==> src/rtl/fpcc_pkg.sv <==
package fpcc_pkg;

  localparam int ST_NAN_POS  = 24;
  localparam int ST_INF_POS  = 25;
  localparam int ST_ZERO_POS = 26;
  localparam int ST_NEG_POS  = 27;

  typedef struct packed {
    logic neg;
    logic zero;
    logic inf;
    logic nan;
  } cc_flags_t;

  // Predicate on already-masked flags; sel is the code modulo 16.
  function automatic logic cc_pred(input logic [3:0] sel, input cc_flags_t f);
    logic n, z, u, r;
    n = f.neg;
    z = f.zero;
    u = f.nan;
    case (sel)
      4'h0: r = 1'b0;
      4'h1: r = z;
      4'h2: r = ~(u | z | n);
      4'h3: r = z | ~(u | n);
      4'h4: r = n & ~(u | z);
      4'h5: r = z | (n & ~u);
      4'h6: r = ~(u | z);
      4'h7: r = ~u;
      4'h8: r = u;
      4'h9: r = u | z;
      4'hA: r = u | ~(n | z);
      4'hB: r = u | z | ~n;
      4'hC: r = u | (n & ~z);
      4'hD: r = u | z | n;
      4'hE: r = ~z;
      default: r = 1'b1;
    endcase
    return r;
  endfunction

endpackage

==> src/rtl/fpcc_flags.sv <==
module fpcc_flags #(
  parameter int ST_W = 32
) (
  input  logic [ST_W-1:0]        st_word,
  output fpcc_pkg::cc_flags_t    cc
);
  localparam logic [ST_W-1:0] KEEP_MASK =
    (ST_W'(1) << fpcc_pkg::ST_NAN_POS)  | (ST_W'(1) << fpcc_pkg::ST_INF_POS) |
    (ST_W'(1) << fpcc_pkg::ST_ZERO_POS) | (ST_W'(1) << fpcc_pkg::ST_NEG_POS);

  logic nan_bit;
  logic unused_st;

  assign nan_bit   = st_word[fpcc_pkg::ST_NAN_POS];
  assign unused_st = ^(st_word & ~KEEP_MASK);

  // Unordered result hides sign and zero from every predicate.
  always_comb begin
    cc.nan  = nan_bit;
    cc.inf  = st_word[fpcc_pkg::ST_INF_POS];
    cc.neg  = st_word[fpcc_pkg::ST_NEG_POS]  & ~nan_bit;
    cc.zero = st_word[fpcc_pkg::ST_ZERO_POS] & ~nan_bit;
  end
endmodule

==> src/rtl/fpcc_pred.sv <==
module fpcc_pred #(
  parameter int CODE_W = 6
) (
  input  logic [CODE_W-1:0]   code,
  input  fpcc_pkg::cc_flags_t cc,
  output logic                hit,
  output logic                illegal
);
  localparam int TBL_N = 2 ** (CODE_W - 1);
  localparam int SEL_W = 4;

  logic [TBL_N-1:0] tbl;
  logic             unused_inf;

  assign unused_inf = cc.inf;

  // Legal half of the code space; index truncation folds the upper 16 onto the lower.
  for (genvar i = 0; i < TBL_N; i++) begin : g_tbl
    assign tbl[i] = fpcc_pkg::cc_pred(SEL_W'(i), cc);
  end

  assign illegal = code[CODE_W-1];
  assign hit     = ~illegal & tbl[code[CODE_W-2:0]];
endmodule

==> src/rtl/fpcc_loop.sv <==
module fpcc_loop #(
  parameter int DATA_W = 32,
  parameter int CNT_W  = 16
) (
  input  logic [DATA_W-1:0] reg_in,
  input  logic              legal,
  input  logic              hit,
  output logic [DATA_W-1:0] cnt_next,
  output logic              loop_br
);
  logic [CNT_W-1:0] low_dec;

  assign low_dec = reg_in[CNT_W-1:0] - CNT_W'(1);

  always_comb begin
    if (legal && !hit) begin
      cnt_next = {reg_in[DATA_W-1:CNT_W], low_dec};
      loop_br  = &low_dec;
    end else begin
      cnt_next = reg_in;
      loop_br  = 1'b0;
    end
  end
endmodule

==> src/rtl/fpcc_eval.sv <==
module fpcc_eval #(
  parameter int CODE_W = 6,
  parameter int ST_W   = 32,
  parameter int DATA_W = 32,
  parameter int CNT_W  = 16,
  parameter int BYTE_W = 8
) (
  input  logic              clk,
  input  logic              rst,
  input  logic              in_valid,
  input  logic [CODE_W-1:0] pred_code,
  input  logic [ST_W-1:0]   st_word,
  input  logic [DATA_W-1:0] reg_in,
  output logic              out_valid,
  output logic              out_true,
  output logic              out_illegal,
  output logic [BYTE_W-1:0] out_set_byte,
  output logic [DATA_W-1:0] out_set_reg,
  output logic [DATA_W-1:0] out_cnt,
  output logic              out_loop_br
);
  fpcc_pkg::cc_flags_t cc;
  logic              hit, illegal;
  logic [DATA_W-1:0] cnt_nx, set_reg_nx;
  logic [BYTE_W-1:0] set_byte_nx;
  logic              loop_br_nx;

  fpcc_flags #(.ST_W(ST_W)) u_flags (
    .st_word (st_word),
    .cc      (cc)
  );

  fpcc_pred #(.CODE_W(CODE_W)) u_pred (
    .code    (pred_code),
    .cc      (cc),
    .hit     (hit),
    .illegal (illegal)
  );

  fpcc_loop #(.DATA_W(DATA_W), .CNT_W(CNT_W)) u_loop (
    .reg_in   (reg_in),
    .legal    (~illegal),
    .hit      (hit),
    .cnt_next (cnt_nx),
    .loop_br  (loop_br_nx)
  );

  always_comb begin
    set_byte_nx = hit ? {BYTE_W{1'b1}} : '0;
    set_reg_nx  = illegal ? reg_in : {reg_in[DATA_W-1:BYTE_W], set_byte_nx};
  end

  always_ff @(posedge clk) begin
    if (rst) begin
      out_valid    <= 1'b0;
      out_true     <= 1'b0;
      out_illegal  <= 1'b0;
      out_set_byte <= '0;
      out_set_reg  <= '0;
      out_cnt      <= '0;
      out_loop_br  <= 1'b0;
    end else begin
      out_valid <= in_valid;
      if (in_valid) begin
        out_true     <= hit;
        out_illegal  <= illegal;
        out_set_byte <= set_byte_nx;
        out_set_reg  <= set_reg_nx;
        out_cnt      <= cnt_nx;
        out_loop_br  <= loop_br_nx;
      end
    end
  end

  AST_NAN_UNORDERED: assert property (@(posedge clk) disable iff (rst)
    out_valid && !out_illegal && $past(st_word[fpcc_pkg::ST_NAN_POS]) |-> out_true == $past(pred_code[3]));
  AST_ILLEGAL_QUIET: assert property (@(posedge clk) disable iff (rst)
    out_valid && out_illegal |-> !out_true && out_set_byte == '0 && !out_loop_br);
  AST_SET_BYTE_FILL: assert property (@(posedge clk) disable iff (rst)
    out_valid && !out_illegal |-> out_set_byte == {BYTE_W{out_true}});
  AST_SET_REG_UPPER: assert property (@(posedge clk) disable iff (rst)
    out_valid |-> out_set_reg[DATA_W-1:BYTE_W] == $past(reg_in[DATA_W-1:BYTE_W]));
  AST_CNT_UPPER_KEPT: assert property (@(posedge clk) disable iff (rst)
    out_valid |-> out_cnt[DATA_W-1:CNT_W] == $past(reg_in[DATA_W-1:CNT_W]));
  AST_LOOP_AT_WRAP: assert property (@(posedge clk) disable iff (rst)
    out_valid && out_loop_br |-> &out_cnt[CNT_W-1:0]);
  AST_TRUE_NO_LOOP: assert property (@(posedge clk) disable iff (rst)
    out_valid && out_true |-> !out_loop_br && out_cnt == $past(reg_in));
  AST_VALID_FOLLOWS: assert property (@(posedge clk) disable iff (rst)
    out_valid |-> $past(in_valid));
endmodule

==> config.mk <==
export PLATFORM = sky130hd
export DESIGN_NAME = fpcc_eval
export DESIGN_NICKNAME = d
export VERILOG_FILES = /design/src/rtl/fpcc_pkg.sv /design/src/rtl/fpcc_flags.sv /design/src/rtl/fpcc_pred.sv /design/src/rtl/fpcc_loop.sv /design/src/rtl/fpcc_eval.sv
export SDC_FILE = /design/constraint.sdc
export NUM_CORES = 1
export LEC_CHECK = 0
export CELL_PAD_IN_SITES_DETAIL_PLACEMENT = 1
export CELL_PAD_IN_SITES_GLOBAL_PLACEMENT = 2
export CORE_ASPECT_RATIO = 1.5
export CORE_UTILIZATION = 21
export DETAILED_ROUTE_END_ITERATION = 8
export GPL_TIMING_DRIVEN = 0
export PLACE_DENSITY = 0.83
export SLEW_MARGIN = 25
export SYNTH_ARGS = -nofsm -noshare
export SYNTH_HDL_FRONTEND = slang
export SYNTH_HIERARCHICAL = 1
export SYNTH_SLANG_ARGS = --single-unit
==> constraint.sdc <==
create_clock -name clk -period 2.4 [get_ports clk]
set_clock_uncertainty 0.2 [all_clocks]
set_input_delay 0.36 -clock clk [delete_from_list [all_inputs] [get_ports clk]]
set_output_delay 0.36 -clock clk [all_outputs]
set_load 0.02 [all_outputs]
==> out/qor.log, run 1 <==
qor: die.floorplan.initialDensity 21.40%
qor: detailed_routing.drt-total-wl 9.929 mm
qor: worst_setup_path.critPathRequiredTime 2.46 ns
qor: die.num_rows 55
qor: grt.grt_remaining_overflow 0
qor: placement.placement.setup.worst_slack -0.8508 ns
qor: clock_tree.tritoncts_num_sinks 68
qor: detailed_routing.detail_routed_via_count_per_cell 4.112
qor: detailed_routing.drt-wirelength-per-cell 14.84 um
qor: clock_tree.ctsHoldBuffers 0
qor: worst_setup_path.timing.setup.critical_path_class primary input to flop
qor: clock_tree.cts_inserted_buffers 9
qor: timing.post-route-worst-setup-slack 0.1003 ns
qor: grt.antenna_found_initial 0
qor: grt.grt_max_degree 11
qor: worst_setup_path.cp_launch_type primary input
qor: placement.gp_congestion 0.8011
qor: pwr.p_leak 2.173 nW
qor: worst_setup_path.worst-endpoint-arrival 2.36 ns
qor: timing.final.period_utilization 95.82%
qor: clock_tree.clockRootBuffer sky130_fd_sc_hd__clkbuf_16
qor: timing.slew_headroom 62.57%
qor: timing.timing.fmax 434.8 MHz
qor: die.dieWidth 103.0 um
qor: timing.hold_viol 0
qor: synth.synth_fp_nets 405
qor: placement.post-dp-hpwl 7.549 mm
qor: worst_setup_path.crit_path_max_fanout 7
qor: detailed_routing.highest-signal-layer met4
qor: clock_tree.insertion_delay 0.32 ns
qor: detailed_routing.m1WireLength 3.924 mm
qor: detailed_routing.dr.pass1.iters 4
qor: pwr.vdd_ir_drop_max 0.2775 mV
qor: die.ios 149
qor: pwr.pwr_density_cell 626.2 nW/um^2
qor: timing.worst-slew-pin-transition 0.5569 ns
qor: flow_run.max_cap_violations 0
qor: clock_tree.tritoncts done
qor: status.status completed
qor: finish.num_antenna_cells 0
qor: placement.port_buffers 116
qor: worst_setup_path.critPathCaptureType flop
qor: timing.min_period 2.300 ns
qor: synth.synth-warning-count 6
qor: detailed_routing.drt_iter0_markers 44
qor: detailed_routing.met2_routed_wirelength 5.418 mm
qor: grt.global_route_usage_sum 12.99%
qor: detailed_routing.ant_nets 0
qor: die.die_height 153.4 um
qor: timing.hold-worst-slack 0.1380 ns
qor: die.core-area 15000 um^2
qor: synth.synth_cells 331
qor: finish.synthToLayoutAreaGrowth 60.91%
qor: synth.mappedNetlistArea 3211 um^2
qor: synth.mean_post_synth_cell_area 9.700 um^2
qor: detailed_routing.wl_met3 431 um
qor: timing.maxSlewViolCount 0
qor: finish.filler_cell_count 1744
qor: min_path.hold_path_class primary input to flop
qor: detailed_routing.detail_route.drc_violations 0
qor: die.die_area 15800 um^2
qor: grt.global_route_wire_length_before_repair 15.43 mm
qor: finish.layout.nets 540
qor: grt.grt_pass1_vias 2957
qor: detailed_routing.via_count 2751
qor: finish.fraction_of_final_layout_cells_sized_beyond_drive_strength_1 20.43%
qor: clock_tree.h-tree-depth 3
qor: clock_tree.cts.clk_slew.worst_paths 0.05 ns
qor: clock_tree.max-clock-path-buffers 2
qor: timing.final-setup-viol-count 0
[routing by layer]
metal	up-vias	global-route usage, %
li1	1364	-
met1	1304	14.23
met2	72	23.49
met3	11	2.926
met4	0	5.231
met5	-	0
[per-stage QoR]
stage               power, mW   TNS (ns)  instances  util, %  cell area [um^2]
global placement        1.873     -7.490        646    30.94              4642
floorplan               1.583          0        331        -              3232
finish                  3.235          0        669    34.44              5166
global route            3.398  -0.009814        669    34.44              5166
detailed placement      1.890     -8.711        646    30.94              4642
CTS                     3.274   -0.05007        666    33.46              5020
[report_power, final]
| group | internal, mW | switching, mW | leakage, nW | total (mW) |
|---|---|---|---|---|
| logic | 0.335 | 0.321 | 1.46 | 0.656 |
| clock network | 0.884 | 0.457 | 0.149 | 1.34 |
| registers | 1.20 | 0.0384 | 0.562 | 1.24 |
[final cells by class]
type | count | area [um^2] | share of cell area [%]
Inverter | 5 | 36.28 | 0.7023
Sequential cell | 68 | 1361 | 26.35
Buffer | 47 | 404.1 | 7.823
Clock inverter | 1 | 30.03 | 0.5813
Timing Repair Buffer | 124 | 1219 | 23.59
Tap cell | 199 | 249.0 | 4.820
Clock buffer | 14 | 274.0 | 5.304
Multi-Input combinational cell | 211 | 1593 | 30.83
[cells in the final DEF, fill, tap and decap left out, drive strengths merged, types with 2 or more instances in the layout]
cell and instances:
clkdlybuf4s50 100, nor2 74, dfxtp 68, mux2i 59, buf 55, clkbuf 23
nand2 15, xor2 10, a311oi 9, nor4 8, xnor2 6, inv 4
nor2b 4, dlymetal6s2s 3, dlygate4sd2 3, nand2b 3, o21ai 2, nand4 2
nor3 2
[what timing repair did]
| item | in CTS | in global routing |
|---|---|---|
| pin swaps | 12 | 11 |
| setup buffers | 5 | 3 |
| endpoints found under the setup margin | 12 | 11 |
| resized for setup | 50 | 42 |
[worst max-delay path: stages]
cell and delay [ns]:
sky130_fd_sc_hd__buf_12 0.12, sky130_fd_sc_hd__clkinv_8 0.04, sky130_fd_sc_hd__ha_4 0.11, sky130_fd_sc_hd__or3b_4 0.38
sky130_fd_sc_hd__buf_8 0.14, sky130_fd_sc_hd__nor4_4 0.27, sky130_fd_sc_hd__o2111ai_2 0.18, sky130_fd_sc_hd__a2111oi_4 0.35
sky130_fd_sc_hd__o221a_2 0.25, sky130_fd_sc_hd__mux2i_1 0.07, sky130_fd_sc_hd__nor2_1 0.07
[final timing paths]
kind | start | to | slack, ns | cells past startpoint
max | reg_in[1] | out_loop_br | 0.10 | 11
min reg2reg | out_set_reg[0] | out_set_reg[0] | 0.29 | 2
min | reg_in[0] | out_set_reg[0] | 0.14 | 3
max reg2reg | out_set_byte[6] | out_set_byte[6] | 1.43 | 2
No activity file was read; power rests on OpenSTA's default activity.
==> inputs of run 2 (changes only) <==
--- a/config.mk
+++ b/config.mk
@@ -5,6 +5,7 @@
 export SDC_FILE = /design/constraint.sdc
 export NUM_CORES = 1
 export LEC_CHECK = 0
+export CAP_MARGIN = 30
 export CELL_PAD_IN_SITES_DETAIL_PLACEMENT = 1
 export CELL_PAD_IN_SITES_GLOBAL_PLACEMENT = 2
 export CORE_ASPECT_RATIO = 1.5
@@ -12,6 +13,7 @@
 export DETAILED_ROUTE_END_ITERATION = 8
 export GPL_TIMING_DRIVEN = 0
 export PLACE_DENSITY = 0.83
+export REMOVE_ABC_BUFFERS = 1
 export SLEW_MARGIN = 25
 export SYNTH_ARGS = -nofsm -noshare
 export SYNTH_HDL_FRONTEND = slang
==> run 2 against run 1 <==
Worst setup slack gained 0.0078 ns. Via count shrank 3.9%. Sequential cell count is the same. Register-to-register slack gained 0.02 ns. Critical path depth shrank 1. Sequential share of layout area grew 2.0 points. Count of clock-buffer cells in the layout shrank 3. Maximum frequency grew 0.34%. Highest routed layer unchanged. Combinational power shrank 10%.
==> out/qor.log, run 2 (synthesis results as in run 1) <==
qor: timing.timing.fmax 436.3 MHz [was 434.8 MHz]
qor: detailed_routing.drt-total-wl 9.051 mm [was 9.929 mm]
qor: placement.post-dp-hpwl 6.369 mm [was 7.549 mm]
qor: clock_tree.clockRootBuffer sky130_fd_sc_hd__clkbuf_16 [unchanged]
qor: placement.placement.setup.worst_slack -0.8704 ns [was -0.8508 ns]
qor: timing.maxSlewViolCount 0 [unchanged]
qor: die.dieWidth 103.0 um [unchanged]
qor: detailed_routing.detail_routed_via_count_per_cell 4.202 [was 4.112]
qor: detailed_routing.ant_nets 0 [unchanged]
qor: die.die_height 153.4 um [unchanged]
qor: finish.utilization 31.99% [was 34.44%]
qor: status.status completed [unchanged]
qor: detailed_routing.via_count 2643 [was 2751]
qor: clock_tree.tritoncts done [unchanged]
qor: die.core-area 15000 um^2 [unchanged]
qor: pwr.combPwrFrac 19.4% [was 20.3%]
qor: die.die_area 15800 um^2 [unchanged]
qor: grt.global_route_wire_length_before_repair 14.12 mm [was 15.43 mm]
qor: worst_setup_path.slowest_delay 0.44 ns [was 0.38 ns]
qor: flow_run.max_cap_violations 0 [unchanged]
qor: worst_setup_path.path_buf_inv 2 [was 3]
qor: finish.commonest_cells_after_routing_fill_and_taps_aside sky130_fd_sc_hd__clkdlybuf4s50_1, sky130_fd_sc_hd__nor2_1, sky130_fd_sc_hd__dfxtp_1 [unchanged]
qor: timing.post-route-worst-setup-slack 0.1080 ns [was 0.1003 ns]
qor: worst_setup_path.cp_launch_type primary input [unchanged]
qor: timing.final.setup.tns 0 ns [unchanged]
qor: pwr.pwr_density_cell 633.1 nW/um^2 [was 626.2 nW/um^2]
qor: worst_setup_path.cp_cell_sequence buf_2 > inv_2 > ha_1 > or3b_4 > nor4_2 > a41oi_1 > a2111oi_4 > o221a_2 > mux2i_1 > nor2_1 [was buf_12 > clkinv_8 > ha_4 > or3b_4 > buf_8 > nor4_4 > o2111ai_2 > a2111oi_4 > o221a_2 > mux2i_1 > nor2_1]
qor: pwr.internal-power 2.206 mW [was 2.419 mW]
qor: die.ios 149 [unchanged]
qor: clock_tree.max-clock-path-buffers 2 [unchanged]
qor: timing.final.period_utilization 95.50% [was 95.82%]
qor: detailed_routing.dr.pass1.iters 4 [unchanged]
qor: clock_tree.cts.clk_slew.worst_paths 0.06 ns [was 0.05 ns]
qor: placement.dp.cells 603 [was 646]
qor: pwr.p_total 3.038 mW [was 3.235 mW]
qor: placement.placedInstanceArea 4308 um^2 [was 4642 um^2]
qor: pwr.fraction_of_power_consumed_by_the_clock_network 39.9% [was 41.5%]
qor: timing.final-setup-viol-count 0 [unchanged]
qor: timing.worst-slew-pin-transition 0.6112 ns [was 0.5569 ns]
qor: pwr.p_sw 831.9 uW [was 816.0 uW]
qor: die.num_rows 55 [unchanged]
qor: detailed_routing.drt_iter0_markers 48 [was 44]
qor: finish.filler_cell_count 1730 [was 1744]
qor: placement.port_buffers 118 [was 116]
qor: grt.grt_pass1_vias 2805 [was 2957]
qor: grt.antenna_found_initial 2 [was 0]
qor: clock_tree.tritoncts_num_sinks 68 [unchanged]
qor: finish.final_common_cell sky130_fd_sc_hd__clkdlybuf4s50_1 [unchanged]
qor: pwr.proportion_of_power_drawn_by_flip_flops_and_latches 40.7% [was 38.3%]
qor: die.floorplan.initialDensity 21.40% [unchanged]
qor: pwr.p_leak 2.004 nW [was 2.173 nW]
qor: grt.grt_max_degree 67 [was 11]
qor: finish.layout.cell_area.non_filler 4798 um^2 [was 5166 um^2]
qor: worst_setup_path.critPathRequiredTime 2.47 ns [was 2.46 ns]
qor: clock_tree.cts_inserted_buffers 9 [unchanged]
qor: worst_setup_path.worst-endpoint-arrival 2.36 ns [about the same]
qor: detailed_routing.drt-wirelength-per-cell 14.39 um [was 14.84 um]
qor: detailed_routing.detail_route.drc_violations 0 [unchanged]
qor: worst_setup_path.crit_path_max_fanout 6 [was 7]
qor: pwr.vdd_ir_drop_max 0.2529 mV [was 0.2775 mV]
qor: min_path.hold_path_class primary input to flop [unchanged]
qor: finish.synthToLayoutAreaGrowth 49.45% [was 60.91%]
qor: timing.slew_headroom 58.92% [was 62.57%]
qor: grt.global_route_usage_sum 11.80% [was 12.99%]
qor: timing.hold_viol 0 [unchanged]
qor: worst_setup_path.critPathTopFamily simple AND/OR/NAND/NOR gates [was compound AO/OA/AOI/OAI gates]
qor: placement.gp_congestion 0.7023 [was 0.8011]
qor: pwr.power.share.switching 27.38% [was 25.23%]
qor: clock_tree.insertion_delay 0.33 ns [was 0.32 ns]
qor: clock_tree.h-tree-depth 3 [unchanged]
qor: worst_setup_path.timing.setup.critical_path_class primary input to flop [unchanged]
qor: timing.min_period 2.292 ns [was 2.300 ns]
qor: worst_setup_path.max_stage_delay_cell_worst_path sky130_fd_sc_hd__or3b_4 [unchanged]
qor: finish.layout.nets 497 [was 540]
qor: finish.fraction_of_final_layout_cells_sized_beyond_drive_strength_1 14.49% [was 20.43%]
qor: finish.layout.cells.non_filler 629 [was 669]
qor: worst_setup_path.critPathCaptureType flop [unchanged]
qor: timing.hold-worst-slack 0.03514 ns [was 0.1380 ns]
qor: grt.grt_remaining_overflow 0 [unchanged]
[run 2: repair_timing]
| item | CTS | global route |
|---|---|---|
| setup endpoints to repair | 15 | 12 |
| pin swaps | 14 | 14 |
| resized for setup | 43 | 32 |
| hold endpoints to repair | 0 | 0 |
| hold buffers | 0 | 0 |
| buffers inserted | 6 | 2 |
[run 2: worst reg2reg max path, cell delays in order, from the launching register on]
cell and delay (ns):
sky130_fd_sc_hd__dfxtp_1 0.48, sky130_fd_sc_hd__mux2i_1 0.12, sky130_fd_sc_hd__nor2_1 0.09
[run 2: final cells by class]
class	instances	area, um^2	share of cell area (%)
multi-input cells	211	1613	33.61
flip-flops and latches	68	1361	28.37
repair buffers	128	1281	26.70
well taps	199	249.0	5.189
clock buffers	11	242.7	5.059
clock inverters	5	27.53	0.5737
inverters	5	18.77	0.3911
diodes	2	5.005	0.1043
[run 2: power groups by stage]
stage | Sequential, mW | Clock (mW) | Combinational, mW
after global placement | 1.26 | 0 | 0.567
after global routing | 1.24 | 1.31 | 0.635
after CTS | 1.24 | 1.27 | 0.591
after detailed placement | 1.26 | 0 | 0.566
final | 1.24 | 1.21 | 0.590
after floorplan | 1.35 | 0 | 0.137
[run 2: worst paths after layout]
check / from / end / slack [ns] / depth (start not counted)
max: reg_in[0] / out_loop_br / 0.11 / 10
min: rst / out_cnt[18] / 0.04 / 2
max reg2reg: out_set_byte[6] / out_set_byte[6] / 1.45 / 2
min reg2reg: out_set_reg[1] / out_set_reg[1] / 0.28 / 2
[run 2: routing by layer]
layer  share of wire (%)  vias to the layer above  global-route usage [%]
met1                  40                     1271                   12.44
met5                   0                        -                       0
met3                 4.1                       15                   2.515
met4                 2.9                        0                   6.573
li1                    -                     1287                       -
met2                  53                       70                   21.11
